===== src/rtl/rcr_pkg.sv =====
package rcr_pkg;

    localparam int unsigned IO_ADDR_W = 16;
    localparam int unsigned IO_DATA_W = 32;
    localparam int unsigned RCR_W     = 8;
    localparam int unsigned SIZE_W    = 2;
    localparam int unsigned ARM_BIT   = 2;
    localparam int unsigned KIND_BIT  = 1;
    localparam logic [IO_ADDR_W-1:0] RCR_PORT = 16'h0CF9;

    typedef enum logic [SIZE_W-1:0] {
        SZ_BYTE  = 2'd0,
        SZ_WORD  = 2'd1,
        SZ_DWORD = 2'd2,
        SZ_RSVD  = 2'd3
    } io_size_e;

    typedef struct packed {
        logic hit;
        logic legal;
        logic wr;
        logic rd;
    } io_dec_t;

    function automatic logic edge_up(input logic was, input logic now);
        return !was && now;
    endfunction

endpackage


===== src/rtl/rcr_decode.sv =====
module rcr_decode
    import rcr_pkg::*;
#(
    parameter int unsigned ADDR_W = IO_ADDR_W,
    parameter logic [ADDR_W-1:0] PORT = ADDR_W'(RCR_PORT)
) (
    input  logic              req,
    input  logic              we,
    input  logic [ADDR_W-1:0] addr,
    input  logic [SIZE_W-1:0] size,
    output io_dec_t           dec
);
    io_size_e sz;
    assign sz = io_size_e'(size);

    always_comb begin
        dec.hit   = req && (addr == PORT);
        dec.legal = dec.hit && (sz == SZ_BYTE);
        dec.wr    = dec.legal && we;
        dec.rd    = dec.legal && !we;
    end
endmodule


===== src/rtl/rcr_store.sv =====
module rcr_store
    import rcr_pkg::*;
#(
    parameter int unsigned REG_W  = RCR_W,
    parameter int unsigned ARM_B  = ARM_BIT,
    parameter int unsigned KIND_B = KIND_BIT
) (
    input  logic             clk,
    input  logic             rst,
    input  logic             wr_en,
    input  logic [REG_W-1:0] wdata,
    output logic [REG_W-1:0] q,
    output logic             fire,
    output logic             hard
);
    always_ff @(posedge clk) begin
        if (rst) begin
            q    <= '0;
            fire <= 1'b0;
        end else begin
            fire <= wr_en && edge_up(q[ARM_B], wdata[ARM_B]);
            if (wr_en) begin
                q <= wdata;
            end
        end
    end

    assign hard = q[KIND_B];

    // a pulse only ever follows a stored arm bit that was clear
    a_r6_no_rearm_pulse: assert property (@(posedge clk) disable iff (rst)
        fire |-> !$past(q[ARM_B]));

    // the byte only moves on a legal write
    a_r3_hold_without_write: assert property (@(posedge clk) disable iff (rst)
        !$past(wr_en) |-> $stable(q));

    // a pulse lasts one cycle
    a_r5_single_cycle: assert property (@(posedge clk) disable iff (rst)
        fire |=> !fire);
endmodule


===== src/rtl/rcr_resp.sv =====
module rcr_resp
    import rcr_pkg::*;
#(
    parameter int unsigned DATA_W = IO_DATA_W,
    parameter int unsigned REG_W  = RCR_W
) (
    input  logic              clk,
    input  logic              rst,
    input  io_dec_t           dec,
    input  logic [REG_W-1:0]  q,
    output logic              ack,
    output logic              err,
    output logic [DATA_W-1:0] rdata
);
    localparam int unsigned PAD_W = DATA_W - REG_W;

    always_ff @(posedge clk) begin
        if (rst) begin
            ack   <= 1'b0;
            err   <= 1'b0;
            rdata <= '0;
        end else begin
            ack   <= dec.hit;
            err   <= dec.hit && !dec.legal;
            rdata <= dec.rd ? {{PAD_W{1'b0}}, q} : '0;
        end
    end

    // error flag rides only on an acknowledge
    a_r9_err_with_ack: assert property (@(posedge clk) disable iff (rst)
        err |-> ack);

    // acknowledge answers a hit one cycle earlier
    a_r9_ack_follows_hit: assert property (@(posedge clk) disable iff (rst)
        ack |-> $past(dec.hit));

    // refused access returns no data
    a_r4_err_zero_data: assert property (@(posedge clk) disable iff (rst)
        err |-> (rdata == '0));
endmodule


===== src/rtl/sys_reset_ctl.sv =====
module sys_reset_ctl
    import rcr_pkg::*;
#(
    parameter int unsigned ADDR_W = IO_ADDR_W,
    parameter int unsigned DATA_W = IO_DATA_W,
    parameter int unsigned REG_W  = RCR_W,
    parameter logic [ADDR_W-1:0] PORT = ADDR_W'(RCR_PORT),
    parameter int unsigned ARM_B  = ARM_BIT,
    parameter int unsigned KIND_B = KIND_BIT
) (
    input  logic              clk,
    input  logic              rst,
    input  logic              io_req,
    input  logic              io_we,
    input  logic [ADDR_W-1:0] io_addr,
    input  logic [SIZE_W-1:0] io_size,
    input  logic [DATA_W-1:0] io_wdata,
    output logic              io_ack,
    output logic              io_err,
    output logic [DATA_W-1:0] io_rdata,
    output logic              rst_req,
    output logic              rst_hard
);
    io_dec_t          dec;
    logic [REG_W-1:0] q;
    logic             unused_hi;

    assign unused_hi = ^io_wdata[DATA_W-1:REG_W];

    rcr_decode #(.ADDR_W(ADDR_W), .PORT(PORT)) u_dec (
        .req  (io_req),
        .we   (io_we),
        .addr (io_addr),
        .size (io_size),
        .dec  (dec)
    );

    rcr_store #(.REG_W(REG_W), .ARM_B(ARM_B), .KIND_B(KIND_B)) u_store (
        .clk   (clk),
        .rst   (rst),
        .wr_en (dec.wr),
        .wdata (io_wdata[REG_W-1:0]),
        .q     (q),
        .fire  (rst_req),
        .hard  (rst_hard)
    );

    rcr_resp #(.DATA_W(DATA_W), .REG_W(REG_W)) u_resp (
        .clk   (clk),
        .rst   (rst),
        .dec   (dec),
        .q     (q),
        .ack   (io_ack),
        .err   (io_err),
        .rdata (io_rdata)
    );

    // every pulse comes from a legal write one cycle earlier
    a_r5_pulse_from_write: assert property (@(posedge clk) disable iff (rst)
        rst_req |-> $past(dec.wr));

    // a refused access never requests a reset
    a_r4_err_no_pulse: assert property (@(posedge clk) disable iff (rst)
        io_err |-> !rst_req);

    // off-port requests are never answered
    a_r2_off_port_silent: assert property (@(posedge clk) disable iff (rst)
        ($past(io_req) && ($past(io_addr) != PORT)) |-> !io_ack);
endmodule


===== config.mk =====
export PLATFORM = sky130hd
export DESIGN_NAME = sys_reset_ctl
export DESIGN_NICKNAME = d
export VERILOG_FILES = /design/src/rtl/rcr_pkg.sv /design/src/rtl/rcr_decode.sv /design/src/rtl/rcr_store.sv /design/src/rtl/rcr_resp.sv /design/src/rtl/sys_reset_ctl.sv
export SDC_FILE = /design/constraint.sdc
export NUM_CORES = 1
export LEC_CHECK = 0
export BUFFER_PORTS_ARGS = -buffer_cell sky130_fd_sc_hd__buf_2
export CORE_MARGIN = 2
export CORE_UTILIZATION = 38
export CTS_BUF_LIST = sky130_fd_sc_hd__clkbuf_4
export DETAILED_ROUTE_END_ITERATION = 16
export PLACE_DENSITY = 0.93
export SYNTH_ARGS = -nofsm -noshare
export SYNTH_HDL_FRONTEND = slang
export SYNTH_SLANG_ARGS = --single-unit
export TNS_END_PERCENT = 100

===== constraint.sdc =====
create_clock -name clk -period 2.13 [get_ports clk]
set_input_delay 0.3195 -clock clk [delete_from_list [all_inputs] [get_ports clk]]
set_output_delay 0.3195 -clock clk [all_outputs]
set_load 0.02 [all_outputs]

==> key figures <==
STA
  • Tcrit/Tclk final: 80.26%
  • Layout Skew: 0.005651 ns
  • Final Max Slew Viols: 0
  • Worst setup margin: 0.4205 ns
  • RSZ-0062 raised after global routing: no
  • Setup-failing EPs final: 0
  • Fin. Hold Viols: 0
  • Minimum clock period: 1.710 ns
  • F_max: 585.0 MHz
  • Post-route setup TNS: 0 ns

Critical path
  • Crit-path leading delay family: simple AND/OR/NAND/NOR gates
  • Slowest cell on the critical path: or4_1
  • Crit path largest cell delay: 0.53 ns
  • Critical path capture point type: register
  • Buffers and inverters on the worst path: 1
  • Crit-path cells: buf_2, nand4bb_1, or4_1, or3b_4, nor4b_1
  • CP Launch Type: primary input
  • CP Class: primary input to register
  • WP data arrival: 1.92 ns
  • Worst path required time: 2.34 ns
  • CP Max Fanout: 12

CTS
  • H-tree depth: 1
  • Clock buffer depth: 2
  • Post-CTS setup buffer count: 0
  • Total CTS buffers: 3
  • Worst-path clk slew: 0.10 ns
  • Hold-fix buffers at CTS: 0
  • Clk_lat worst skew: 0.30 ns
  • Clk root buf: clkbuf_4
  • CTS tree: built
  • Clock sinks: 19
  • Post-cts sizing count: 0

Placement
  • Placed cell count: 166
  • Final Wtd Congestion: 0.7532
  • Hpwl dp: 1522 µm
  • Dpl ws: 0.1003 ns
  • Port buffer count: 41

Synthesis
  • Post-synthesis cell area: 973.4 µm²
  • Register area share after synthesis: 39.07%
  • Synth cell count leaders: buf_4, dfxtp_1, o21ai_0
  • Count leader, synth: buf_4
  • Post-synth EDFFs: 0
  • Synth async-reset ratio: 0%
  • Ys Warns: 0
  • Top-area cell type share of the netlist area: 39.07%
  • Area leader, netlist: dfxtp_1
  • Largest cells by area after synthesis: dfxtp_1, buf_4, nor4b_2
  • Ys flop type: dfxtp_1
  • Syn Area/Cell: 9.833 µm²
  • Synth unique cells: 28
  • Mapped Cells: 99
  • Yosys reg bits: 19

Power and ir drop
  • Peak VDD IR: 0.3336 mV
  • Int Pwr: 0.4660 mW
  • Clock Power Share: 30.5%
  • P_leak: 0.5163 nW
  • Sw power: 0.1675 mW
  • Sequential share of power: 56.0%
  • PwrDens: 554.6 mW/mm²
  • Sw Share: 26.44%
  • Logic pwr share: 13.4%

Die
  • Chip Width: 54.61 µm
  • Number of core rows: 18
  • Core Region: 0.002455 mm²
  • Starting Density: 39.65%
  • Die Span Y: 54.61 µm
  • I/O Pins: 90
  • Die ar.: 0.002982 mm²

Global route
  • GRT Overall Usage: 13.73%
  • Number of global-route vias before repair: 661
  • Largest net degree at the start of global routing: 13
  • First-pass GRT wire length: 2904 µm
  • GRT overflow: 0
  • Initial antenna violation count: 0

Final layout
  • Share of post-route cells with drive strength above 1: 41.43%
  • Final nets: 195
  • # diodes: 0
  • Area Growth Syn to Fin: 17.35%
  • Area of the multi-input gates: 462.9 µm²
  • Post-Route Utilization: 46.53%
  • Fin cells: 170
  • Fillers: 242
  • Flip-flop and latch area: 380.4 µm²

Outcome
  • Status: finished clean

Routing
  • DR iter-0 viols: 12
  • Drt drc: 0
  • ANT nets after route: 0
  • Total wire length: 1857 µm
  • Wire per inst: 10.92 µm
  • Initial DRT Pass Iterations: 4
  • Via count: 796
  • Avg Vias per Cell: 4.682

Flow run
  • Max-Cap Viols: 0

Worst hold path
  • Hold Crit Class: primary input to register
flip-flops by register name, summed over array words and instances (netlist names):
name          flops
u_resp.rdata      8
u_store.q         8
u_resp.ack        1
u_resp.err        1
u_store.fire      1
logic make-up (layout without fill, tap and decap cells):
group	count (synthesis)	count (layout)	synth area share (%)
buf+inv	31	49	22.24
compound gates	16	16	8.226
other cells	1	24	0.3852
flops	19	19	39.07
simple gates	32	32	30.08
worst paths after layout:
kind,startpoint,endpoint,depth (start not counted),slack (ns)
worst max-delay path,io_addr[2],u_resp.rdata[1]$_SDFF_PP0_,5,0.42
worst min-delay path,io_wdata[0],u_store.q[0]$_SDFFE_PP0P_,3,0.26
worst max register to register,u_store.q[2]$_SDFFE_PP0P_,u_store.q[2]$_SDFFE_PP0P_,3,1.40
worst min register to register,u_store.q[2]$_SDFFE_PP0P_,u_store.fire$_SDFF_PP0_,1,0.47
cell usage in the layout, fill, tap and decap left out, drive strengths merged:
| cell | netlist | layout |
|---|---|---|
| a21oi | 7 | 7 |
| and2 | 1 | 1 |
| and4b | 1 | 1 |
| and4bb | 1 | 1 |
| buf | 28 | 44 |
| clkbuf | 2 | 4 |
| conb | 1 | 24 |
| dfxtp | 19 | 19 |
| inv | 1 | 1 |
| nand3 | 2 | 2 |
| nand3b | 1 | 1 |
| nand4 | 7 | 7 |
| nand4bb | 1 | 1 |
| nor2 | 2 | 2 |
| nor2b | 1 | 1 |
| nor3 | 1 | 1 |
| nor3b | 1 | 1 |
| nor4b | 9 | 9 |
| nor4bb | 1 | 1 |
| o21ai | 9 | 9 |
| or2 | 1 | 1 |
| or3b | 1 | 1 |
| or4 | 1 | 1 |
layer usage:
metal / share of wire [%] / global-route usage [%] / wire (µm)
met5: 0 / 0 / 0
met4: 2.4 / 7.500 / 45
met3: 11 / 4.098 / 202
met2: 51 / 25.00 / 941
met1: 36 / 13.72 / 667
stage by stage:
stage | area [µm²] | hold slack [ns] | power (mW)
6_report | 1142 | 0.2641 | 0.6336
5_1_grt | 1142 | 0.2616 | 0.6666
4_1_cts | 1142 | 0.2618 | 0.6373
3_5_place_dp | 1112 | 0.4506 | 0.4473
2_1_floorplan | 1060 | 0.4146 | 0.4512
3_3_place_gp | 1112 | 0.4402 | 0.4463
worst min-delay path, delay by kind of cell:
| family | cells | cell delay, ns |
|---|---|---|
| AOI/OAI and AO/OA | 1 | 0.06 |
| buffers and inverters | 1 | 0.10 |
| and+or+nand+nor | 1 | 0.06 |
cell type report:
| type | count | area share (%) |
|---|---|---|
| Timing Repair Buffer | 44 | 19.93 |
| Tap cell | 30 | 3.286 |
| Multi-Input combinational cell | 72 | 40.53 |
| Clock buffer | 4 | 2.629 |
| Sequential cell | 19 | 33.30 |
| Inverter | 1 | 0.3286 |
power by group through the flow:
stage                     Clock (mW)  Sequential, mW  Combinational [mW]
after global routing           0.219           0.355              0.0923
after CTS                      0.198           0.355              0.0844
after global placement             0           0.363              0.0831
final                          0.194           0.355              0.0851
after floorplan                    0           0.363              0.0880
after detailed placement           0           0.363              0.0841
(Power assumes the default switching activity.)
